**src/rtl/adc_scan_pkg.sv**
```systemverilog
package adc_scan_pkg;
    typedef enum logic [1:0] {
        ST_IDLE   = 2'd0,
        ST_SAMPLE = 2'd1,
        ST_LAUNCH = 2'd2,
        ST_WAIT   = 2'd3
    } scan_st_e;
endpackage

```
**src/rtl/scan_ctrl.sv**
```systemverilog
module scan_ctrl
    import adc_scan_pkg::*;
#(
    parameter int CH_W       = 3,
    parameter int TRIG_W     = 2,
    parameter int SAMPLE_CYC = 4
) (
    input  logic              clk,
    input  logic              rst_n,
    input  logic              start_wr,
    input  logic              stop_wr,
    input  logic              cont_mode,
    input  logic [CH_W-1:0]   ch_first,
    input  logic [CH_W-1:0]   ch_last,
    input  logic [TRIG_W-1:0] trig_sel,
    input  logic              conv_done,
    output logic              busy,
    output logic [CH_W-1:0]   cur_ch,
    output logic              conv_start,
    output logic              cmpl,
    output logic [CH_W-1:0]   cmpl_ch
);
    localparam int CNT_W = $clog2(SAMPLE_CYC + 1);

    typedef struct packed {
        scan_st_e        st;
        logic [CNT_W-1:0] cnt;
        logic [CH_W-1:0] ch;
        logic [CH_W-1:0] first;
        logic [CH_W-1:0] last;
        logic            cont;
        logic            stop_pend;
    } ctrl_s;

    ctrl_s r_q, r_d;
    logic  at_end, stop_now;

    always_comb begin
        r_d      = r_q;
        at_end   = (r_q.ch >= r_q.last);
        stop_now = r_q.stop_pend | stop_wr;
        if (stop_wr && r_q.st != ST_IDLE) r_d.stop_pend = 1'b1;
        case (r_q.st)
            ST_IDLE: begin
                if (start_wr && trig_sel == '0) begin
                    r_d.st        = ST_SAMPLE;
                    r_d.cnt       = '0;
                    r_d.ch        = ch_first;
                    r_d.first     = ch_first;
                    r_d.last      = ch_last;
                    r_d.cont      = cont_mode;
                    r_d.stop_pend = 1'b0;
                end
            end
            ST_SAMPLE: begin
                if (r_q.cnt == CNT_W'(SAMPLE_CYC - 1)) r_d.st = ST_LAUNCH;
                else r_d.cnt = r_q.cnt + 1'b1;
            end
            ST_LAUNCH: r_d.st = ST_WAIT;
            ST_WAIT: begin
                if (conv_done) begin
                    if (stop_now || (at_end && !r_q.cont)) begin
                        r_d.st        = ST_IDLE;
                        r_d.stop_pend = 1'b0;
                    end else begin
                        r_d.st  = ST_SAMPLE;
                        r_d.cnt = '0;
                        r_d.ch  = at_end ? r_q.first : r_q.ch + 1'b1;
                    end
                end
            end
            default: r_d.st = ST_IDLE;
        endcase
    end

    always_ff @(posedge clk or negedge rst_n) begin
        if (!rst_n) r_q <= '{st: ST_IDLE, default: '0};
        else        r_q <= r_d;
    end

    assign busy       = (r_q.st != ST_IDLE);
    assign cur_ch     = r_q.ch;
    assign conv_start = (r_q.st == ST_LAUNCH);
    assign cmpl       = (r_q.st == ST_WAIT) && conv_done;
    assign cmpl_ch    = r_q.ch;

    // the active channel never leaves the latched window
    a_r2_ch_in_window: assert property (@(posedge clk) disable iff (!rst_n)
        busy |-> ((r_q.first <= r_q.last) ? (r_q.ch >= r_q.first && r_q.ch <= r_q.last)
                                          : (r_q.ch == r_q.first)));
    // launch lasts one cycle and follows a sampling phase
    a_r4_single_launch: assert property (@(posedge clk) disable iff (!rst_n)
        conv_start |=> !conv_start);
    a_r4_sample_before: assert property (@(posedge clk) disable iff (!rst_n)
        conv_start |-> $past(r_q.st == ST_SAMPLE));
    // a pending stop ends the scan at the next completion
    a_r10_stop_ends: assert property (@(posedge clk) disable iff (!rst_n)
        (cmpl && r_q.stop_pend) |=> !busy);
endmodule

```
**src/rtl/result_flags.sv**
```systemverilog
module result_flags #(
    parameter int NUM_CH = 8,
    parameter int CH_W   = 3,
    parameter int RES_W  = 12,
    parameter int DATA_W = 16
) (
    input  logic              clk,
    input  logic              rst_n,
    input  logic              cmpl,
    input  logic [CH_W-1:0]   cmpl_ch,
    input  logic [RES_W-1:0]  conv_result,
    input  logic [NUM_CH-1:0] dma_en,
    input  logic [NUM_CH-1:0] flag_clr,
    input  logic [NUM_CH-1:0] dma_ack,
    output logic [DATA_W-1:0] data_out,
    output logic [NUM_CH-1:0] done_flags,
    output logic [NUM_CH-1:0] dma_req
);
    typedef struct packed {
        logic [DATA_W-1:0] data;
        logic [NUM_CH-1:0] flags;
    } res_s;

    res_s              r_q, r_d;
    logic [NUM_CH-1:0] set_vec;

    always_comb begin
        r_d     = r_q;
        set_vec = '0;
        if (cmpl) begin
            set_vec[cmpl_ch] = 1'b1;
            r_d.data         = DATA_W'(conv_result);
        end
        r_d.flags = (r_q.flags & ~flag_clr & ~dma_ack) | set_vec;
    end

    always_ff @(posedge clk or negedge rst_n) begin
        if (!rst_n) r_q <= '0;
        else        r_q <= r_d;
    end

    assign data_out   = r_q.data;
    assign done_flags = r_q.flags;

    for (genvar i = 0; i < NUM_CH; i++) begin : g_req
        assign dma_req[i] = r_q.flags[i] & dma_en[i];
    end

    // a completion leaves its channel flag set
    a_r6_flag_set: assert property (@(posedge clk) disable iff (!rst_n)
        cmpl |=> ((done_flags & $past(set_vec)) == $past(set_vec)));
    // acknowledge clears flag and request
    a_r8_ack_clears: assert property (@(posedge clk) disable iff (!rst_n)
        (|(dma_ack & ~set_vec)) |=> ((dma_req & $past(dma_ack & ~set_vec)) == '0));
    // write-1-to-clear takes effect
    a_r9_clr_works: assert property (@(posedge clk) disable iff (!rst_n)
        (|(flag_clr & ~set_vec)) |=> ((done_flags & $past(flag_clr & ~set_vec)) == '0));
endmodule

```
**src/rtl/adc_scan_seq.sv**
```systemverilog
module adc_scan_seq #(
    parameter int NUM_CH     = 8,
    parameter int RES_W      = 12,
    parameter int DATA_W     = 16,
    parameter int TRIG_W     = 2,
    parameter int SAMPLE_CYC = 4,
    localparam int CH_W      = $clog2(NUM_CH)
) (
    input  logic              clk,
    input  logic              rst_n,
    input  logic              start_wr,
    input  logic              stop_wr,
    input  logic              cont_mode,
    input  logic [CH_W-1:0]   ch_first,
    input  logic [CH_W-1:0]   ch_last,
    input  logic [TRIG_W-1:0] trig_sel,
    input  logic [NUM_CH-1:0] dma_en,
    input  logic [NUM_CH-1:0] flag_clr,
    input  logic [NUM_CH-1:0] dma_ack,
    output logic              busy,
    output logic [CH_W-1:0]   cur_ch,
    output logic [DATA_W-1:0] data_out,
    output logic [NUM_CH-1:0] done_flags,
    output logic [NUM_CH-1:0] dma_req,
    output logic              conv_start,
    output logic [CH_W-1:0]   conv_ch,
    input  logic              conv_done,
    input  logic [RES_W-1:0]  conv_result
);
    logic            cmpl;
    logic [CH_W-1:0] cmpl_ch;

    scan_ctrl #(.CH_W(CH_W), .TRIG_W(TRIG_W), .SAMPLE_CYC(SAMPLE_CYC)) u_ctrl (
        .clk(clk), .rst_n(rst_n), .start_wr(start_wr), .stop_wr(stop_wr),
        .cont_mode(cont_mode), .ch_first(ch_first), .ch_last(ch_last),
        .trig_sel(trig_sel), .conv_done(conv_done), .busy(busy), .cur_ch(cur_ch),
        .conv_start(conv_start), .cmpl(cmpl), .cmpl_ch(cmpl_ch)
    );

    result_flags #(.NUM_CH(NUM_CH), .CH_W(CH_W), .RES_W(RES_W), .DATA_W(DATA_W)) u_res (
        .clk(clk), .rst_n(rst_n), .cmpl(cmpl), .cmpl_ch(cmpl_ch),
        .conv_result(conv_result), .dma_en(dma_en), .flag_clr(flag_clr),
        .dma_ack(dma_ack), .data_out(data_out), .done_flags(done_flags),
        .dma_req(dma_req)
    );

    assign conv_ch = cur_ch;

    // a launch only happens inside a busy scan
    a_r5_launch_busy: assert property (@(posedge clk) disable iff (!rst_n)
        conv_start |-> busy);
    // a non-software trigger never starts a scan from idle
    a_r7_trig_gate: assert property (@(posedge clk) disable iff (!rst_n)
        (!busy && (trig_sel != '0)) |=> !busy);
endmodule

```
**config.mk**
```make
export PLATFORM = sky130hd
export DESIGN_NAME = adc_scan_seq
export DESIGN_NICKNAME = d
export VERILOG_FILES = /design/src/rtl/adc_scan_pkg.sv /design/src/rtl/scan_ctrl.sv /design/src/rtl/result_flags.sv /design/src/rtl/adc_scan_seq.sv
export SDC_FILE = /design/constraint.sdc
export NUM_CORES = 1
export LEC_CHECK = 0
export BUFFER_PORTS_ARGS = -buffer_cell sky130_fd_sc_hd__buf_2
export CAP_MARGIN = 5
export CORE_MARGIN = 4
export CORE_UTILIZATION = 46
export DETAILED_ROUTE_END_ITERATION = 12
export PLACE_DENSITY = 0.89
export SLEW_MARGIN = 25
export SYNTH_ARGS = -nofsm -noshare
export SYNTH_HDL_FRONTEND = slang
export SYNTH_SLANG_ARGS = --single-unit
```
**constraint.sdc**
```tcl
create_clock -name clk -period 2.9 [get_ports clk]
set_input_delay 0.29 -clock clk [delete_from_list [all_inputs] [get_ports clk]]
set_output_delay 0.29 -clock clk [all_outputs]
set_load 0.02 [all_outputs]
```
=== After elaboration in Yosys (flattened, before gate mapping) ===
Cells that the tools add are included.

* Flip-flop bits (word level): 36
* Latch bits: 0
* Memory bits (writable): 0
* Bits in read-only memories: 0
* Bits of input ports: 50
* Output and inout port bits: 40
* Memories: 0

* Add/sub/neg operators: 2
* Multipliers: 0
* Div/mod/pow operators: 0
* Order comparisons: 3
* Equal/unequal tests: 9
* Shifts and indexed selects: 0
* Multiplexer cells: 17
* Bitwise operators: 14
* Reductions and logical operators: 16

{| class="wikitable"
|+ Operator list
! operator !! number
|-
| $and A8 B8 Y8 || 2
|-
| $mux W16 || 1
|-
| $mux W8 || 2
|-
| $not A8 Y8 || 2
|-
| $pmux W3 S3 || 1
|-
| $and A1 B1 Y1 || 8
|-
| $or A8 B8 Y8 || 1
|-
| $pmux W2 S4 || 1
|-
| $add A3 B1 Y3 const B || 2
|-
| $mux W3 || 2
|-
| $mux W6 || 1
|-
| $ne A2 B2 Y1 const B || 3
|-
| $pmux W3 S2 || 1
|-
| $logic_and A1 B1 Y1 || 5
|-
| $mux W1 || 5
|-
| $reduce_and A5 Y1 || 1
|-
| $eq A2 B2 Y1 const B || 2
|-
| $logic_not A2 Y1 || 2
|-
| $lt A3 B4 Y1 const B || 1
|-
| $ne A2 B1 Y1 const B || 2
|-
| $reduce_and A4 Y1 || 1
|-
| $reduce_bool A2 Y1 || 2
|-
| $demux W1 S3 || 1
|-
| $eq A3 B2 Y1 const B || 1
|-
| other kinds (11) || 11
|}

=== Logic depth before layout (Yosys ltp) ===
Gate-level depths: netlist of the first run.

* Depth in word-level cells: 6
* Depth in mapped cells: 7

=== Modules after synthesis ===
A second synthesis of the first run with hierarchy kept.

* Cells, all modules: 167
* Area, all modules: 1930.6 µm²

{| class="wikitable"
|+ Modules (own cells, without submodules)
! module !! instances !! cells an instance !! area each (µm²) !! seq. area each (µm²)
|-
| scan_ctrl || 1 || 96 || 1012.2 || 400.4
|-
| result_flags || 1 || 68 || 895.9 || 500.5
|-
| adc_scan_seq || 1 || 3 || 22.5 || 0.0
|}

=== Least setup slack after synthesis of the first run ===
Ideal clock, no wire load.

* Kind: reg-to-reg
* Start point: reg u_ctrl.r_q, in the netlist u_ctrl.cmpl_ch[0]
* End point: reg u_ctrl.r_q[11] (netlist bit)
* Setup time: 0.125 ns
* Data arrival time: 2.009 ns
* Slack: 0.766 ns
* Cell stages (with the launch flop): 8
* Path through: dfrtp_1 -> inv_1 -> ha_1 -> nand2b_1 -> a31oi_1 -> o21ai_1 -> a21oi_4 -> mux2_4

* Word-level cells in the longest chain between the ends: 5

{| class="wikitable"
|+ RTL lines
! what !! RTL line !! source
|-
| start: declaration || scan_ctrl.sv:35 || <nowiki>ctrl_s r_q, r_d;</nowiki>
|-
| start signal: assignment || scan_ctrl.sv:78 || <nowiki>else r_q <= r_d;</nowiki>
|-
| $ge A3 B3 Y1 || scan_ctrl.sv:40 || <nowiki>at_end = (r_q.ch >= r_q.last);</nowiki>
|-
| $logic_and A1 B1 Y1 || scan_ctrl.sv:62 || <nowiki>if (stop_now || (at_end && !r_q.cont)) begin</nowiki>
|-
| $logic_or A1 B1 Y1 || scan_ctrl.sv:62 ||
|-
| $ne A2 B2 Y1 (no line) || - ||
|-
| $reduce_and A5 Y1 (no line) || - ||
|}

Every way passes these cells.
A chain may end at the register's enable or synchronous reset.

=== Final worst setup path of the first run ===
* Start point: reg u_ctrl.r_q, in the netlist u_ctrl.cmpl_ch[2]
* End point: reg u_ctrl.r_q[11] (netlist bit)

The elaborated chain is that of the path after synthesis.

==> run_results.csv, run 1 <==
group,metric,value,unit
die,floorplan.core_area,0.003799,mm2
cells_and_area,layout.cells.most_common,"sky130_fd_sc_hd__buf_2",
cells_and_area,layout.nets,314,
yosys,synth_top_cells_by_area,"sky130_fd_sc_hd__dfrtp_1 48%, sky130_fd_sc_hd__mux2_2 12%, sky130_fd_sc_hd__ha_1 6.7%",
pwr,power.leakage,1.288,nW
drt,firstDrtPassIters,4,
hold_path,holdCritPathClass,"in2async",
drt,route.final.wire_length,4134,um
cts,ctsRootBufferMaster,"sky130_fd_sc_hd__clkbuf_8",
cells_and_area,syn2layout_area_growth,28.28,%
worst_setup_path,critical_path_required,3.09,ns
pwr,ir_drop,0.4691,mV
die,die_area,0.005154,mm2
cts,cts_resized,0,
timing,unrepaired_setup_endpoints_after_global_routing,"no",
yosys,synth_top_cell_area_share,48.13,%
pwr,p_per_area,1005,mW/mm2
drt,routed-via-count,1516,
timing,timing.final.hold_violations,0,
timing,report.final.setup_viol,0,
grt,grt_pass1_vias,1531,
cts,post-cts-setup-buffer-count,0,
placed_design,routabilityCongestion,0.8007,
grt,gr-total-overflow,0,
die,die_h,71.79,um
yosys,post_synth_instance_area,0.001872,mm2
timing,timing.fmax,415.6,MHz
worst_setup_path,critPathArrivalTime,2.59,ns
timing,period_needed,2.406,ns
cts,clock-sinks,36,
worst_setup_path,path_max_fanout,11,
timing,timing.slew.headroom,47.25,%
cells_and_area,antennaDiodeCount,0,
cts,postCtsHoldBufs,0,
pwr,finalPower,2.412,mW
timing,clock-skew-final,0.01150,ns
drt,detail-route-antenna-nets,0,
cells_and_area,post_route_cells_drive_above_1_share,46.27,%
worst_setup_path,r2r_setup_slack,0.49,ns
worst_setup_path,cp-end-kind,"register",
cts,htree_levels,2,
cts,tritoncts.num_buffers,5,
cells_and_area,number_of_filler_cells_placed_in_the_layout,313,
timing,post-route-period-util,82.96,%
worst_setup_path,crit_path_start_kind,"register",
grt,grt_first_pass_wirelength,6672,um
yosys,average_footprint_of_a_synthesized_cell,10.88,um2
cells_and_area,multi_input_combinational_cell_area,850.8,um2
yosys,fraction_of_the_yosys_area_taken_by_sequential_cells,48.13,%
timing,worst_slew_pin_slew,0.7912,ns
cells_and_area,layout_common_cells,"85 x sky130_fd_sc_hd__buf_2, 36 x sky130_fd_sc_hd__dfrtp_1, 20 x sky130_fd_sc_hd__mux2_2",
placed_design,total_of_buffers_placed_on_input_and_output_ports,85,
drt,wire_per_inst,13.64,um
grt,grt_busiest_layer,"met2",
placed_design,place_hpwl,3183,um
yosys,postSynthRegisterBits,36,
drt,dr.first_iter.drc_count,49,
drt,detail_route.drc_violations,0,
grt,groute.layer.met2.usage,28.88,%
yosys,yosysTopAreaCell,"sky130_fd_sc_hd__dfrtp_1",
die,dieWidth,71.79,um
die,ios,90,
die,initial_core_util,49.28,%
yosys,number_of_distinct_library_cells_after_synthesis,36,
cells_and_area,ff_latch_area,900.9,um2
run,cap_viol_max_count,0,
drt,post_drt_via_cell_ratio,5.003,
yosys,synthCells,172,
timing,final.setup.tns,0,ns
yosys,yosys_warning_count,0,
cts,clk-insertion-delay-late,0.29,ns
cts,cts_tree,"done",
timing,timing.final.max_slew_violations,0,
cts,clkTransAtPathRegs,0.08,ns
worst_setup_path,critPathKind,"reg2reg",
die,num_rows,22,
grt,antenna_found_initial,0,
grt,grt_max_degree,37,
grt,met3_usage,3.366,%
grt,met1_usage,19.06,%
cts,ctsLongestPathBuffers,2,
outcome,run_status,"finished, final reports clean",
grt,grtUsageTotal,16.92,%
## cells by family (layout without fill, tap and decap cells)
logic type | after synthesis | after routing | share of synthesized area, %
compound gates | 27 | 27 | 10.43
xor+xnor | 1 | 1 | 0.4680
fa+ha+maj | 10 | 10 | 6.684
buf+inv | 23 | 103 | 7.018
flops | 36 | 36 | 48.13
mux | 25 | 25 | 14.97
other cells | 1 | 4 | 0.2003
simple gates | 49 | 49 | 12.10
## sequential cells by signal (all words and copies together), names as in the netlist
name	count
u_res.done_flags	8
u_ctrl.cmpl_ch	3
u_res.data_out	12
u_ctrl.r_q	13
## per-layer routing
metal | routed length (um) | vias up
li1 | - | 738
met4 | 98 | 0
met1 | 1636 | 710
met3 | 345 | 8
met2 | 2054 | 60
met5 | 0 | -
## path summary, 6_finish.rpt
check	startpoint	cells after the start	to
worst min register to register	u_res.done_flags[7]	2	u_res.done_flags[7]
worst max register to register	u_ctrl.cmpl_ch[2]	6	u_ctrl.r_q[11]
worst max-delay path	u_ctrl.cmpl_ch[2]	6	u_ctrl.r_q[11]
worst min-delay path	rst_n	1	u_ctrl.r_q[11]
max in group asynchronous	rst_n	1	u_res.data_out[3]
min in group clk	ch_last[1]	3	u_ctrl.r_q[3]
## where the power goes
group | switching [mW] | internal, mW
logic | 0.624 | 0.483
registers | 0.133 | 0.694
clock network | 0.176 | 0.303
total | 0.933 | 1.48
## synth_stat cells
cell type	count
sky130_fd_sc_hd__a32o_1	1
sky130_fd_sc_hd__a21oi_1	2
sky130_fd_sc_hd__a21o_1	1
sky130_fd_sc_hd__o211ai_1	1
sky130_fd_sc_hd__buf_4	10
sky130_fd_sc_hd__nand2_1	16
sky130_fd_sc_hd__nor2_1	16
sky130_fd_sc_hd__buf_6	1
sky130_fd_sc_hd__o2bb2ai_2	1
sky130_fd_sc_hd__nor3_1	1
sky130_fd_sc_hd__o31ai_1	4
sky130_fd_sc_hd__ha_1	10
sky130_fd_sc_hd__dfrtp_1	36
sky130_fd_sc_hd__xor2_1	1
sky130_fd_sc_hd__o21a_1	1
sky130_fd_sc_hd__inv_1	9
sky130_fd_sc_hd__and2_1	8
sky130_fd_sc_hd__o22ai_1	3
sky130_fd_sc_hd__mux2i_1	4
sky130_fd_sc_hd__a22o_1	1
sky130_fd_sc_hd__conb_1	1
sky130_fd_sc_hd__mux2_4	1
sky130_fd_sc_hd__o21ai_0	7
sky130_fd_sc_hd__nand2b_1	4
sky130_fd_sc_hd__inv_2	1
sky130_fd_sc_hd__nor2b_1	1
sky130_fd_sc_hd__mux2_2	20
sky130_fd_sc_hd__nand3_1	1
sky130_fd_sc_hd__o2bb2ai_1	1
sky130_fd_sc_hd__a21oi_4	1
sky130_fd_sc_hd__clkbuf_1	2
sky130_fd_sc_hd__nor2_2	1
sky130_fd_sc_hd__o21ai_1	1
sky130_fd_sc_hd__a31oi_1	1
sky130_fd_sc_hd__or3b_1	1
sky130_fd_sc_hd__a211o_1	1
## stage by stage
step                      instance area (um2)  worst slack [ns]  hold slack [ns]  std cells  utilization, %
final                                    2401            0.4940          0.07444        303           63.21
after global routing                     2401            0.3016           0.1342        303           63.21
after CTS                                2401            0.4926          0.09477        303           63.21
after detailed placement                 2275            0.5109           0.4134        295           59.88
after global placement                   2275            0.6126           0.4159        295           59.88
after floorplan                          1883            0.7663        -0.005591        175               -
## layout make-up
cell class | instances | area share (%)
clock inverters | 1 | 1.251
multi-input cells | 116 | 35.44
well taps | 48 | 2.501
flip-flops and latches | 36 | 37.52
clock buffers | 7 | 4.013
repair buffers | 85 | 17.72
inverters | 10 | 1.563
## worst max-delay path: stages (launching register included)
cell and delay [ns]:
sky130_fd_sc_hd__dfrtp_1 0.51, sky130_fd_sc_hd__ha_1 0.37, sky130_fd_sc_hd__a21o_1 0.18, sky130_fd_sc_hd__a31oi_1 0.45, sky130_fd_sc_hd__o21ai_1 0.21, sky130_fd_sc_hd__a21oi_4 0.26, sky130_fd_sc_hd__mux2_4 0.32
(Power assumes the default switching activity.)
==> run 2: changes to the inputs <==
Clock period 2.9 ns to 2.4 ns, I/O delays scaled along.
==> run 2 against run 1 <==
Effect of this change:
- core utilization increased by 0.30 points
- fmax is 18% higher
- register-to-register slack got worse by 0.13 ns
- critical path type unchanged
- die area is the same
- clock power grew 7.1%
- critical endpoint is now u_ctrl.cmpl_ch[2]
==> run_results.csv, run 2 (synthesis gave the netlist of run 1 again) <==
group,metric,value,unit
outcome,run_status,"finished, final reports clean",
grt,gr-total-overflow,0,
worst_setup_path,rr_endpoint,"u_ctrl.cmpl_ch[2]",
placed_design,routabilityCongestion,0.8732,
worst_setup_path,crit_path_start_kind,"register",
grt,grtUsageTotal,16.37,%
die,num_rows,22,
cells_and_area,multi_input_combinational_cell_area,850.8,um2
worst_setup_path,r2r.worst_path.cells,8,
drt,wire_per_inst,13.49,um
worst_setup_path,critPathKind,"reg2reg",
cells_and_area,syn2layout_area_growth,28.88,%
cts,tritoncts.num_buffers,5,
timing,clock-skew-final,0.003854,ns
timing,final.setup.tns,0,ns
cells_and_area,ff_latch_area,900.9,um2
placed_design,total_of_buffers_placed_on_input_and_output_ports,85,
timing,timing.fmax,490.3,MHz
cts,clk-insertion-delay-late,0.28,ns
worst_setup_path,crit-reg2reg-launch,"u_ctrl.cmpl_ch[0]",
grt,grt_max_degree,37,
drt,post_drt_via_cell_ratio,4.967,
drt,firstDrtPassIters,4,
cts,htree_levels,2,
die,die_h,71.79,um
grt,grt_pass1_vias,1496,
grt,antenna_found_initial,0,
worst_setup_path,path_max_fanout,4,
cells_and_area,final_area,0.002412,mm2
placed_design,place_hpwl,3310,um
placed_design,dpl_cell_area,0.002305,mm2
cells_and_area,post_route_cells_drive_above_1_share,46.72,%
cells_and_area,layout_common_cells,"85 x sky130_fd_sc_hd__buf_2, 36 x sky130_fd_sc_hd__dfrtp_1, 20 x sky130_fd_sc_hd__mux2_2",
worst_setup_path,critical_path_required,2.56,ns
pwr,finalPower,2.899,mW
drt,route.final.wire_length,4142,um
timing,timing.final.max_slew_violations,0,
timing,unrepaired_setup_endpoints_after_global_routing,"no",
cells_and_area,layout.nets,318,
cells_and_area,number_of_filler_cells_placed_in_the_layout,325,
drt,detail-route-antenna-nets,0,
drt,routed-via-count,1525,
cts,clock-sinks,36,
timing,timing.slew.headroom,47.93,%
worst_setup_path,r2r_setup_slack,0.36,ns
die,initial_core_util,49.28,%
cts,cts_tree,"done",
die,ios,90,
cts,cts_resized,0,
worst_setup_path,critPathArrivalTime,2.20,ns
drt,detail_route.drc_violations,0,
cells_and_area,finish.utilization,63.50,%
cells_and_area,flip_flop_count_of_the_largest_register_after_layout,13,
pwr,power.leakage,1.299,nW
cts,post-cts-setup-buffer-count,0,
die,die_area,0.005154,mm2
cts,ctsRootBufferMaster,"sky130_fd_sc_hd__clkbuf_8",
timing,hold_slack,0.03682,ns
hold_path,holdCritPathClass,"in2async",
timing,post-route-period-util,84.98,%
die,dieWidth,71.79,um
cells_and_area,largest_register,"u_ctrl.r_q",
timing,report.final.setup_viol,0,
cts,postCtsHoldBufs,0,
pwr,ir_drop,0.5997,mV
cts,ctsLongestPathBuffers,2,
cts,clkTransAtPathRegs,0.07,ns
timing,timing.final.hold_violations,0,
die,floorplan.core_area,0.003799,mm2
pwr,p_per_area,1202,mW/mm2
timing,period_needed,2.039,ns
grt,grt_first_pass_wirelength,6624,um
run,cap_viol_max_count,0,
worst_setup_path,cp-end-kind,"register",
cells_and_area,antennaDiodeCount,0,
timing,worst_slew_pin_slew,0.7811,ns
cells_and_area,layout.cells.most_common,"sky130_fd_sc_hd__buf_2",
drt,dr.first_iter.drc_count,43,
==> run 2: critical path: stages, from the launching register on <==
cell,delay (ns)
sky130_fd_sc_hd__dfrtp_1,0.38
sky130_fd_sc_hd__inv_1,0.12
sky130_fd_sc_hd__ha_1,0.24
sky130_fd_sc_hd__nand2b_1,0.14
sky130_fd_sc_hd__a31oi_1,0.28
sky130_fd_sc_hd__buf_4,0.20
sky130_fd_sc_hd__mux2i_1,0.20
sky130_fd_sc_hd__o22ai_1,0.10
sky130_fd_sc_hd__mux2_2,0.27
==> run 2: worst max path at each step <==
| stage | startpoint | endpoint | slack (ns) | cells past startpoint |
|---|---|---|---|---|
| floorplan | u_ctrl.cmpl_ch[0] | u_ctrl.r_q[11] | 0.27 | 7 |
| global placement | u_ctrl.cmpl_ch[2] | u_ctrl.cmpl_ch[2] | 0.49 | 6 |
| detailed placement | u_ctrl.cmpl_ch[0] | u_ctrl.cmpl_ch[2] | 0.40 | 8 |
| CTS | u_ctrl.cmpl_ch[0] | u_ctrl.cmpl_ch[2] | 0.37 | 8 |
| global route | u_ctrl.cmpl_ch[0] | u_ctrl.cmpl_ch[2] | 0.25 | 8 |
| finish | u_ctrl.cmpl_ch[0] | u_ctrl.cmpl_ch[2] | 0.36 | 8 |
==> run 2: power by group <==
| group | leakage, nW | internal (mW) | switching, mW |
|---|---|---|---|
| Sequential | 0.454 | 0.839 | 0.127 |
| Clock | 0.0552 | 0.308 | 0.205 |
| Combinational | 0.789 | 0.625 | 0.795 |
| Total | 1.30 | 1.77 | 1.13 |
==> run 2: stage by stage <==
stage	std cells	setup slack, ns
after CTS	307	0.3682
after global routing	307	0.2470
after floorplan	175	0.2663
final	307	0.3605
after global placement	299	0.4935
after detailed placement	299	0.3962
==> run 2: cell type report <==
cell class              count  area share [%]
flip-flops and latches     36           37.34
multi-input cells         116           35.27
repair buffers             89           18.88
clock buffers               6           3.008
well taps                  48           2.490
inverters                  10           1.556
clock inverters             2           1.452
==> run 2: metal layers <==
layer	wire length [um]	global-route usage [%]	up-vias
li1	-	-	750
met1	1549	18.76	708
met2	2198	29.90	65
met3	360	4.348	2
met4	34	4.384	0
met5	0	0	-
==> run 3: changes to the inputs <==
Clock period 2.4 ns to 2 ns, I/O delays scaled along.
==> run 3 against run 2 <==
Effect of this change:
- the run now ends with negative hold slack left
- core utilization rose by 1.9 points
- via count increased by 0.20%
- combinational power up 34%
- count of clock-buffer cells in the layout is 1 lower
- die area is the same
- largest cell class unchanged
- highest routed layer unchanged
==> run_results.csv, run 3 (synthesis gave the netlist of run 1 again) <==
group,metric,value,unit
worst_setup_path,crit_path_start_kind,"register",
cts,ctsLongestPathBuffers,2,
cells_and_area,multi_input_combinational_cell_area,878.3,um2
worst_setup_path,cp_slowest_cell,"sky130_fd_sc_hd__mux2_2",
die,die_h,71.79,um
cells_and_area,finish.utilization,65.42,%
drt,detail_route.drc_violations,0,
die,dieWidth,71.79,um
cells_and_area,number_of_filler_cells_placed_in_the_layout,299,
cells_and_area,largest_register,"u_ctrl.r_q",
timing,period_needed,1.897,ns
grt,grt_first_pass_wirelength,6637,um
timing,timing.final.hold_violations,9,
cells_and_area,ff_latch_area,900.9,um2
drt,post_drt_via_cell_ratio,4.897,
drt,routed-via-count,1528,
pwr,ir_drop,0.8571,mV
cts,cts_tree,"done",
worst_setup_path,path_max_fanout,5,
timing,timing.fmax,527.1,MHz
outcome,failed_checks,"negative hold slack",
grt,grt_pass1_vias,1505,
timing,worst_slew_pin_slew,0.7756,ns
pwr,power.leakage,1.331,nW
cts,clkTransAtPathRegs,0.07,ns
cts,ctsRootBufferMaster,"sky130_fd_sc_hd__clkbuf_8",
pwr,p_switching,1.422,mW
cts,htree_levels,2,
timing,clock-skew-final,0.005480,ns
pwr,cell_internal_pwr,2.259,mW
placed_design,place_hpwl,3131,um
worst_setup_path,worstPathBufferInverterCount,1,
cells_and_area,layout.nets,323,
worst_setup_path,cp-end-kind,"register",
cells_and_area,layout_common_cells,"85 x sky130_fd_sc_hd__buf_2, 36 x sky130_fd_sc_hd__dfrtp_1, 20 x sky130_fd_sc_hd__mux2_2",
die,ios,90,
grt,gr-total-overflow,0,
timing,final.setup.tns,0,ns
worst_setup_path,cells_along_the_critical_path,"inv_2 -> ha_1 -> nand2b_4 -> a31oi_4 -> o31ai_2 -> nor2_1 -> mux2_2",
worst_setup_path,crit-reg2reg-launch,"u_ctrl.cmpl_ch[0]",
die,die_area,0.005154,mm2
worst_setup_path,timing.critical_path.slowest_cell_delay,0.37,ns
grt,grtUsageTotal,16.24,%
worst_setup_path,critPathArrivalTime,2.06,ns
pwr,share_seq_of_total_power,31.4,%
outcome,run_status,"complete, but fails checks",
hold_path,holdCritPathClass,"in2async",
timing,timing.final.max_slew_violations,0,
timing,timing.slew.headroom,48.29,%
die,floorplan.core_area,0.003799,mm2
placed_design,total_of_buffers_placed_on_input_and_output_ports,85,
grt,grt_max_degree,37,
timing,post-route-period-util,94.86,%
cells_and_area,flip_flop_count_of_the_largest_register_after_layout,13,
run,cap_viol_max_count,0,
drt,wire_per_inst,12.88,um
timing,hold_slack,-0.005781,ns
pwr,p_per_area,1481,mW/mm2
pwr,gate_power_share,51.6,%
cells_and_area,antennaDiodeCount,0,
placed_design,routabilityCongestion,0.8347,
cts,tritoncts.num_buffers,5,
timing,unrepaired_setup_endpoints_after_global_routing,"yes",
worst_setup_path,critical_path_required,2.17,ns
cells_and_area,layout.cells.most_common,"sky130_fd_sc_hd__buf_2",
cells_and_area,post_route_cells_drive_above_1_share,49.62,%
pwr,pwr-share-clk,17.0,%
drt,firstDrtPassIters,4,
worst_setup_path,timing.critical_path.from,"u_ctrl.cmpl_ch[0]",
worst_setup_path,worst_path_dominant_cell_family,"simple AND/OR/NAND/NOR gates",
timing,report.final.setup_viol,0,
die,initial_core_util,49.28,%
drt,dr.first_iter.drc_count,51,
worst_setup_path,critPathKind,"reg2reg",
die,num_rows,22,
drt,detail-route-antenna-nets,0,
grt,antenna_found_initial,0,
cells_and_area,syn2layout_area_growth,32.75,%
drt,route.final.wire_length,4019,um
pwr,swShare,38.64,%
cts,clock-sinks,36,
cts,clk-insertion-delay-late,0.28,ns
run 3: changes by cell type in the layout (fill, tap and decap cells not counted), sizes merged:
cell      change
buf           +5
clkbuf        -1
clkinvlp      +1
run 3: worst paths after layout:
kind / endpoint / slack [ns] / depth (start not counted)
worst min register to register: u_res.done_flags[1] / 0.50 / 2
min in group clk: u_ctrl.r_q[3] / 0.14 / 3
worst min-delay path: u_ctrl.r_q[13] / -0.006 / 1
worst max register to register: u_ctrl.cmpl_ch[1] / 0.10 / 7
worst max-delay path: u_ctrl.cmpl_ch[1] / 0.10 / 7
max in group asynchronous: u_ctrl.r_q[5] / 1.51 / 1
run 3: per-layer routing:
layer	up-vias	wire length [um]	GRT usage [%]
met1	713	1608	19.57
met2	58	2020	28.27
met4	0	68	6.889
li1	753	-	-
met5	-	0	0
met3	4	321	2.945
run 3: power by group through the flow:
stage / Clock (mW) / Sequential (mW) / Combinational [mW]
after CTS: 0.641 / 1.15 / 1.81
after floorplan: 0 / 1.33 / 1.13
after global placement: 0 / 1.15 / 1.76
after detailed placement: 0 / 1.17 / 1.80
final: 0.624 / 1.16 / 1.90
after global routing: 0.674 / 1.20 / 2.07
run 3: stage by stage:
stage               cells  total power [mW]  hold WS, ns  setup WS, ns  area, um2
finish                312             3.681    -0.005781        0.1028       2485
global route          312             3.944      0.06122      -0.01815       2485
floorplan             175             2.465     -0.09559       0.02670       1898
detailed placement    302             2.969       0.3223       0.06344       2342
global placement      302             2.909       0.3227        0.1053       2342
CTS                   310             3.607      0.01832       0.03783       2454
run 3: final cells by class:
type / count / share of cell area, %
Clock buffer: 5 / 2.769
Inverter: 10 / 1.511
Sequential cell: 36 / 36.25
Timing Repair Buffer: 94 / 19.99
Clock inverter: 3 / 1.712
Multi-Input combinational cell: 116 / 35.35
Tap cell: 48 / 2.417
run 3: what timing repair did:
| item | CTS | global route |
|---|---|---|
| hold buffers | 0 | 0 |
| setup buffers | 0 | 2 |
| resized for setup | 0 | 4 |
| endpoints found under the setup margin | 0 | 5 |
